**src/rtl/axis_pack_rx_pkg.sv**
```systemverilog
package axis_pack_rx_pkg;

    // Receiver control states
    typedef enum logic [3:0] {
        ST_RESET,       // clearing the FIFO
        ST_IDLE,        // waiting to be armed
        ST_ARMED,       // ready, no beat seen yet
        ST_STREAM,      // pushing held beat while accepting the next
        ST_GAP,         // source paused mid-packet
        ST_STALL,       // non-last beat held, FIFO short of room
        ST_TAIL,        // pushing the last beat
        ST_TAIL_STALL,  // last beat held, FIFO short of room
        ST_DONE,        // packet complete
        ST_DRAIN        // discarding the rest of an abandoned packet
    } rx_state_e;

endpackage

```
**src/rtl/apr_lane_count.sv**
```systemverilog
module apr_lane_count #(
    parameter int BUS_BYTES = 4,
    parameter int CNT_W     = 3
) (
    input  logic [BUS_BYTES-1:0] strb,
    output logic [CNT_W-1:0]     count
);

    // Strobes are packed from lane 0, so a ones count is the byte count.
    always_comb begin
        count = '0;
        for (int i = 0; i < BUS_BYTES; i++) begin
            count = count + CNT_W'(strb[i]);
        end
    end

endmodule

```
**src/rtl/apr_room_eval.sv**
```systemverilog
module apr_room_eval #(
    parameter int BUS_BYTES = 4,
    parameter int FREE_W    = 8,
    parameter int CNT_W     = 3
) (
    input  logic [FREE_W-1:0] free_bytes,
    input  logic [CNT_W-1:0]  live_cnt,
    input  logic [CNT_W-1:0]  held_cnt,
    output logic              room_one,
    output logic              room_two,
    output logic              room_live,
    output logic              room_held
);

    localparam int ONE_BEAT = BUS_BYTES;
    localparam int TWO_BEAT = 2 * BUS_BYTES;

    assign room_one  = 32'(free_bytes) >= 32'(ONE_BEAT);
    assign room_two  = 32'(free_bytes) >= 32'(TWO_BEAT);
    assign room_live = 32'(free_bytes) >= 32'(live_cnt);
    assign room_held = 32'(free_bytes) >= 32'(held_cnt);

endmodule

```
**src/rtl/axis_pack_rx.sv**
```systemverilog
module axis_pack_rx
    import axis_pack_rx_pkg::*;
#(
    parameter  int BUS_BYTES = 4,
    parameter  int FREE_W    = 8,
    localparam int DATA_W    = 8 * BUS_BYTES,
    localparam int SIZE_W    = $clog2(BUS_BYTES),
    localparam int CNT_W     = $clog2(BUS_BYTES + 1)
) (
    input  logic              clk,
    input  logic              rst_n,
    input  logic              s_tvalid,
    output logic              s_tready,
    input  logic [DATA_W-1:0] s_tdata,
    input  logic [BUS_BYTES-1:0] s_tstrb,
    input  logic              s_tlast,
    output logic              fifo_push_req,
    output logic [SIZE_W-1:0] fifo_push_size,
    output logic [DATA_W-1:0] fifo_push_data,
    input  logic [FREE_W-1:0] fifo_free_bytes,
    output logic              fifo_clear_req,
    input  logic              ctl_start,
    input  logic              ctl_flush,
    input  logic              ctl_rearm,
    output logic              st_no_data,
    output logic              st_wait,
    output logic              st_finish
);

    typedef struct packed {
        rx_state_e         st;
        logic [DATA_W-1:0] data;
        logic [CNT_W-1:0]  cnt;
    } rx_regs_t;

    rx_regs_t r_q, r_d;

    logic [CNT_W-1:0] beat_cnt;
    logic [CNT_W-1:0] cnt_m1;
    logic             buf_en;
    logic             room_one, room_two, room_live, room_held;
    rx_state_e        cur_st;

    apr_lane_count #(
        .BUS_BYTES (BUS_BYTES),
        .CNT_W     (CNT_W)
    ) u_count (
        .strb  (s_tstrb),
        .count (beat_cnt)
    );

    apr_room_eval #(
        .BUS_BYTES (BUS_BYTES),
        .FREE_W    (FREE_W),
        .CNT_W     (CNT_W)
    ) u_room (
        .free_bytes (fifo_free_bytes),
        .live_cnt   (beat_cnt),
        .held_cnt   (r_q.cnt),
        .room_one   (room_one),
        .room_two   (room_two),
        .room_live  (room_live),
        .room_held  (room_held)
    );

    assign cur_st         = r_q.st;
    assign cnt_m1         = r_q.cnt - CNT_W'(1);
    assign fifo_push_size = cnt_m1[SIZE_W-1:0];
    assign fifo_push_data = r_q.data;

    always_comb begin
        r_d            = r_q;
        s_tready       = 1'b0;
        buf_en         = 1'b0;
        fifo_push_req  = 1'b0;
        fifo_clear_req = 1'b0;
        st_no_data     = 1'b0;
        st_wait        = 1'b0;
        st_finish      = 1'b0;

        unique case (r_q.st)
            ST_RESET: begin
                fifo_clear_req = 1'b1;
                if (!ctl_rearm) r_d.st = ST_IDLE;
            end
            ST_IDLE: begin
                st_no_data = 1'b1;
                if (ctl_start) r_d.st = ST_ARMED;
            end
            ST_ARMED, ST_GAP: begin
                // data may land in the same cycle TVALID rises
                s_tready   = 1'b1;
                buf_en     = 1'b1;
                st_no_data = (r_q.st == ST_ARMED);
                if (s_tvalid) begin
                    if (s_tlast) begin
                        if (beat_cnt == '0)  r_d.st = ST_DONE;
                        else if (room_live)  r_d.st = ST_TAIL;
                        else                 r_d.st = ST_TAIL_STALL;
                    end else if (room_one) begin
                        r_d.st = ST_STREAM;
                    end else begin
                        r_d.st = ST_STALL;
                    end
                end
            end
            ST_STREAM: begin
                // free_bytes ignores this push, hence the two-beat margin
                s_tready      = 1'b1;
                buf_en        = 1'b1;
                fifo_push_req = 1'b1;
                if (!s_tvalid) begin
                    r_d.st = ST_GAP;
                end else if (s_tlast) begin
                    if (beat_cnt == '0)  r_d.st = ST_DONE;
                    else if (room_two)   r_d.st = ST_TAIL;
                    else                 r_d.st = ST_TAIL_STALL;
                end else if (room_two) begin
                    r_d.st = ST_STREAM;
                end else begin
                    r_d.st = ST_STALL;
                end
            end
            ST_STALL: begin
                st_wait = 1'b1;
                if (ctl_flush)     r_d.st = ST_DRAIN;
                else if (room_one) r_d.st = ST_STREAM;
            end
            ST_TAIL_STALL: begin
                st_wait = 1'b1;
                if (room_held) r_d.st = ST_TAIL;
            end
            ST_TAIL: begin
                fifo_push_req = 1'b1;
                r_d.st        = ST_DONE;
            end
            ST_DONE: begin
                st_finish = 1'b1;
                if (ctl_rearm) r_d.st = ST_RESET;
            end
            ST_DRAIN: begin
                s_tready = 1'b1;
                if (s_tvalid && s_tlast) r_d.st = ST_DONE;
            end
            default: r_d.st = ST_RESET;
        endcase

        if (buf_en && s_tvalid) begin
            r_d.data = s_tdata;
            r_d.cnt  = beat_cnt;
        end
    end

    always_ff @(posedge clk or negedge rst_n) begin
        if (!rst_n) begin
            r_q <= '{st: ST_RESET, data: '0, cnt: '0};
        end else begin
            r_q <= r_d;
        end
    end

endmodule

```
**config.mk**
```make
export PLATFORM = sky130hd
export DESIGN_NAME = axis_pack_rx
export DESIGN_NICKNAME = d
export VERILOG_FILES = /design/src/rtl/axis_pack_rx_pkg.sv /design/src/rtl/apr_lane_count.sv /design/src/rtl/apr_room_eval.sv /design/src/rtl/axis_pack_rx.sv
export SDC_FILE = /design/constraint.sdc
export NUM_CORES = 1
export LEC_CHECK = 0
export BUFFER_PORTS_ARGS = -buffer_cell sky130_fd_sc_hd__buf_4
export CAP_MARGIN = 25
export CORE_MARGIN = 1
export CORE_UTILIZATION = 49
export DETAILED_ROUTE_END_ITERATION = 6
export GPL_TIMING_DRIVEN = 0
export HOLD_SLACK_MARGIN = 0.03
export PLACE_DENSITY_LB_ADDON = 0.05
export SLEW_MARGIN = 10
export SYNTH_ARGS = -nofsm -noshare
export SYNTH_HDL_FRONTEND = slang
export SYNTH_HIERARCHICAL = 1
export SYNTH_SLANG_ARGS = --single-unit
```
**constraint.sdc**
```tcl
create_clock -name clk -period 2.5 [get_ports clk]
set_clock_uncertainty 0.2 [all_clocks]
set_input_delay 0.375 -clock clk [delete_from_list [all_inputs] [get_ports clk]]
set_output_delay 0.375 -clock clk [all_outputs]
set_load 0.005 [all_outputs]
```
==> impl_metrics.env <==
export IMPL_p_switching_mw=1.22
export IMPL_drcViolationCount=0
export IMPL_finalHoldViolations=0
export IMPL_fin_tns_setup_ps=-112
export IMPL_crit_start="s_tstrb[0]"
export IMPL_period_share_pct=104
export IMPL_power_frac_comb_pct=61.0
export IMPL_antenna_left=0
export IMPL_clock_latency_ps=280
export IMPL_r2r_start="r_q[0]$_DFFE_PN0P_"
export IMPL_nNetsFinal=383
export IMPL_synth_cell_type_count=36
export IMPL_cts_root_buf="clkbuf_8"
export IMPL_syn_to_final_growth_pct=40.2
export IMPL_rows=24
export IMPL_die_h_um=71.7
export IMPL_finalMaxSlewViolations=0
export IMPL_grt_usage_pct=20.2
export IMPL_synth_seq_area_share_pct=41.0
export IMPL_dr_first_iter_drc_count=122
export IMPL_fin_util_pct=74.1
export IMPL_critPathKind="input port to flop"
export IMPL_tightestPinTransition_ps=495
export IMPL_clock_power_share_pct=9.9
export IMPL_worst_hold_slack_ps=123
export IMPL_grt_pass1_wl_mm=8.07
export IMPL_powerDensity_mw_per_mm2=1140
export IMPL_cp_end_kind="flop"
export IMPL_avgViaCountPerCell=5.12
export IMPL_r2r_slack_ps=20
export IMPL_max_slew_margin_pct=67.0
export IMPL_status="complete, but fails checks"
export IMPL_h_tree_depth=2
export IMPL_antenna_found_initial=0
export IMPL_wl_per_cell_um=13.2
export IMPL_worst_r2r_endpoint="cur_st[3]$_DFFE_PN0P_"
export IMPL_final_area_mm2=0.00334
export IMPL_failed_checks="negative setup slack"
export IMPL_cts_inserted_buffers=5
export IMPL_cp_arrival_ps=2580
export IMPL_start_util_pct=52.8
export IMPL_synth_edf_count=0
export IMPL_final_cell_mix="buf_4 (125), dfrtp_1 (39), mux2_2 (35)"
export IMPL_synthCells=222
export IMPL_coreArea_mm2=0.00450
export IMPL_syn_nets=282
export IMPL_leakage_nw=1.65
export IMPL_clock_path_buffers=2
export IMPL_setup_viol=1
export IMPL_pre_cts_ws_ps=-537
export IMPL_overflow=0
export IMPL_start_kind="input port"
export IMPL_critical_path_required_ps=2470
export IMPL_grt_start_max_net_pins=40
export IMPL_min_path_cells=2
export IMPL_period_minus_slack_ps=2610
export IMPL_fmax_mhz=383
export IMPL_p_total_mw=3.79
export IMPL_max_cap_violations=0
export IMPL_die_area_mm2=0.00514
export IMPL_synth_area_per_cell_um2=10.7
export IMPL_portBuffers=90
export IMPL_dr_pass1_iters=4
export IMPL_critPathCapture="cur_st[0]$_DFFE_PN0P_"
export IMPL_seqPwrFrac_pct=29.1
export IMPL_async_flop_share_pct=100
export IMPL_hpwl_mm=3.71
export IMPL_rsz0062_at_grt="yes"
export IMPL_routed_wl_mm=4.95
export IMPL_cts_tree="built"
export IMPL_p_sw_share_pct=32.1
export IMPL_diodes=0
export IMPL_gp_congestion=0.868
export IMPL_num_vias=1914
export IMPL_instances_no_fill=374
export IMPL_final_common_cell="buf_4"
export IMPL_hold_class="input port to flop"
export IMPL_first_global_vias=1777
export IMPL_setup_ws_ps=-112
export IMPL_dieWidth_um=71.7
export IMPL_ir_worst_vdd_mv=0.734
export IMPL_fillers=360
export IMPL_worstPathMaxFanout=2
export IMPL_synth_ff_type="dfrtp_1"
export IMPL_layout_drive_gt1_share_pct=59.9
export IMPL_intPower_mw=2.57
export IMPL_clkSlewWorstSetupHoldPaths_ps=70
export IMPL_place_area_mm2=0.00314
export IMPL_place_inst=364
export IMPL_netlist_area_mm2=0.00238
export IMPL_ys_warnings_count=6
export IMPL_boundaryPins=91
export IMPL_reg2regPathDepth=8
export IMPL_synth_seq_cells=39
export IMPL_cts_sinks=39
[logic make-up after synthesis]
| family | synth area share, % |
|---|---|
| buf+inv | 15.7 |
| simple gates | 9.68 |
| flops | 41.0 |
| mux | 18.0 |
| compound gates | 8.26 |
| fa+ha+maj | 5.47 |
| xor+xnor | 1.84 |
[routing by layer]
metal,GRT usage (%),wire length [µm],vias to the layer above
li1,-,-,927
met4,4.58,51,0
met2,32.5,2380,72
met5,0,0,-
met1,27.0,2160,909
met3,5.91,358,6
[synth_stat cells, drive strengths merged, types with 2 or more instances]
cell / number / area, µm²
buf: 40 / 292
dfrtp: 39 / 976
mux2: 38 / 428
inv: 19 / 71.3
a21oi: 10 / 50.1
nor2: 9 / 33.8
ha: 8 / 100
nand2b: 7 / 43.8
nor3: 7 / 35.0
o21ai: 5 / 25.0
nand2: 4 / 15.0
or3: 4 / 25.0
xnor2: 4 / 35.0
clkbuf: 3 / 11.3
nor2b: 3 / 18.8
o311ai: 3 / 26.3
nand3: 2 / 10.0
nor4: 2 / 12.5
[registers in the layout, indices dropped and copies added, names as in the netlist]
signal / flops
fifo_push_data: 32
r_q: 3
cur_st: 4
[how the worst min path moves through the flow]
stage	startpoint	to	slack (ps)
final	s_tdata[30]	fifo_push_data[30]$_DFFE_PN0P_	120
after global routing	s_tdata[30]	fifo_push_data[30]$_DFFE_PN0P_	110
after CTS	s_tdata[17]	fifo_push_data[17]$_DFFE_PN0P_	120
after detailed placement	rst_n	fifo_push_data[7]$_DFFE_PN0P_	170
after global placement	rst_n	fifo_push_data[7]$_DFFE_PN0P_	180
after floorplan	rst_n	cur_st[0]$_DFFE_PN0P_	-120
[layout make-up]
cell class	instances	area, µm²	share of cell area [%]
flip-flops and latches	39	976	29.3
clock buffers	6	72.6	2.18
plain buffers	43	304	9.11
repair buffers	94	716	21.5
inverters	19	78.8	2.36
multi-input cells	121	1120	33.7
well taps	52	65.1	1.95
[what timing repair did]
| action | 4_1_cts | 5_1_grt |
|---|---|---|
| pin swaps | 11 | 3 |
| endpoints found under the setup margin | 4 | 5 |
| endpoints found under the hold margin | 39 | 0 |
| hold buffers | 1 | 0 |
| gates resized for setup | 7 | 13 |
| setup buffers | 1 | 2 |
[worst max-delay path, stage by stage]
cell	delay, ps
buf_6	70
inv_2	30
fa_1	520
inv_1	40
ha_2	170
ha_4	270
inv_2	40
ha_4	250
a21oi_2	40
o311ai_1	240
nor3_1	80
o21ai_1	150
a21oi_1	90
a32o_1	210
[power by group through the flow]
| stage | clock network (mW) | logic (mW) | registers (mW) |
|---|---|---|---|
| 6_report | 0.375 | 2.31 | 1.10 |
| 5_1_grt | 0.412 | 2.51 | 1.15 |
| 4_1_cts | 0.385 | 2.23 | 1.11 |
| 3_5_place_dp | 0 | 2.20 | 1.12 |
| 3_3_place_gp | 0 | 2.16 | 1.09 |
| 2_1_floorplan | 0 | 1.42 | 1.07 |
Note: power is estimated with default switching activity, not from simulation.
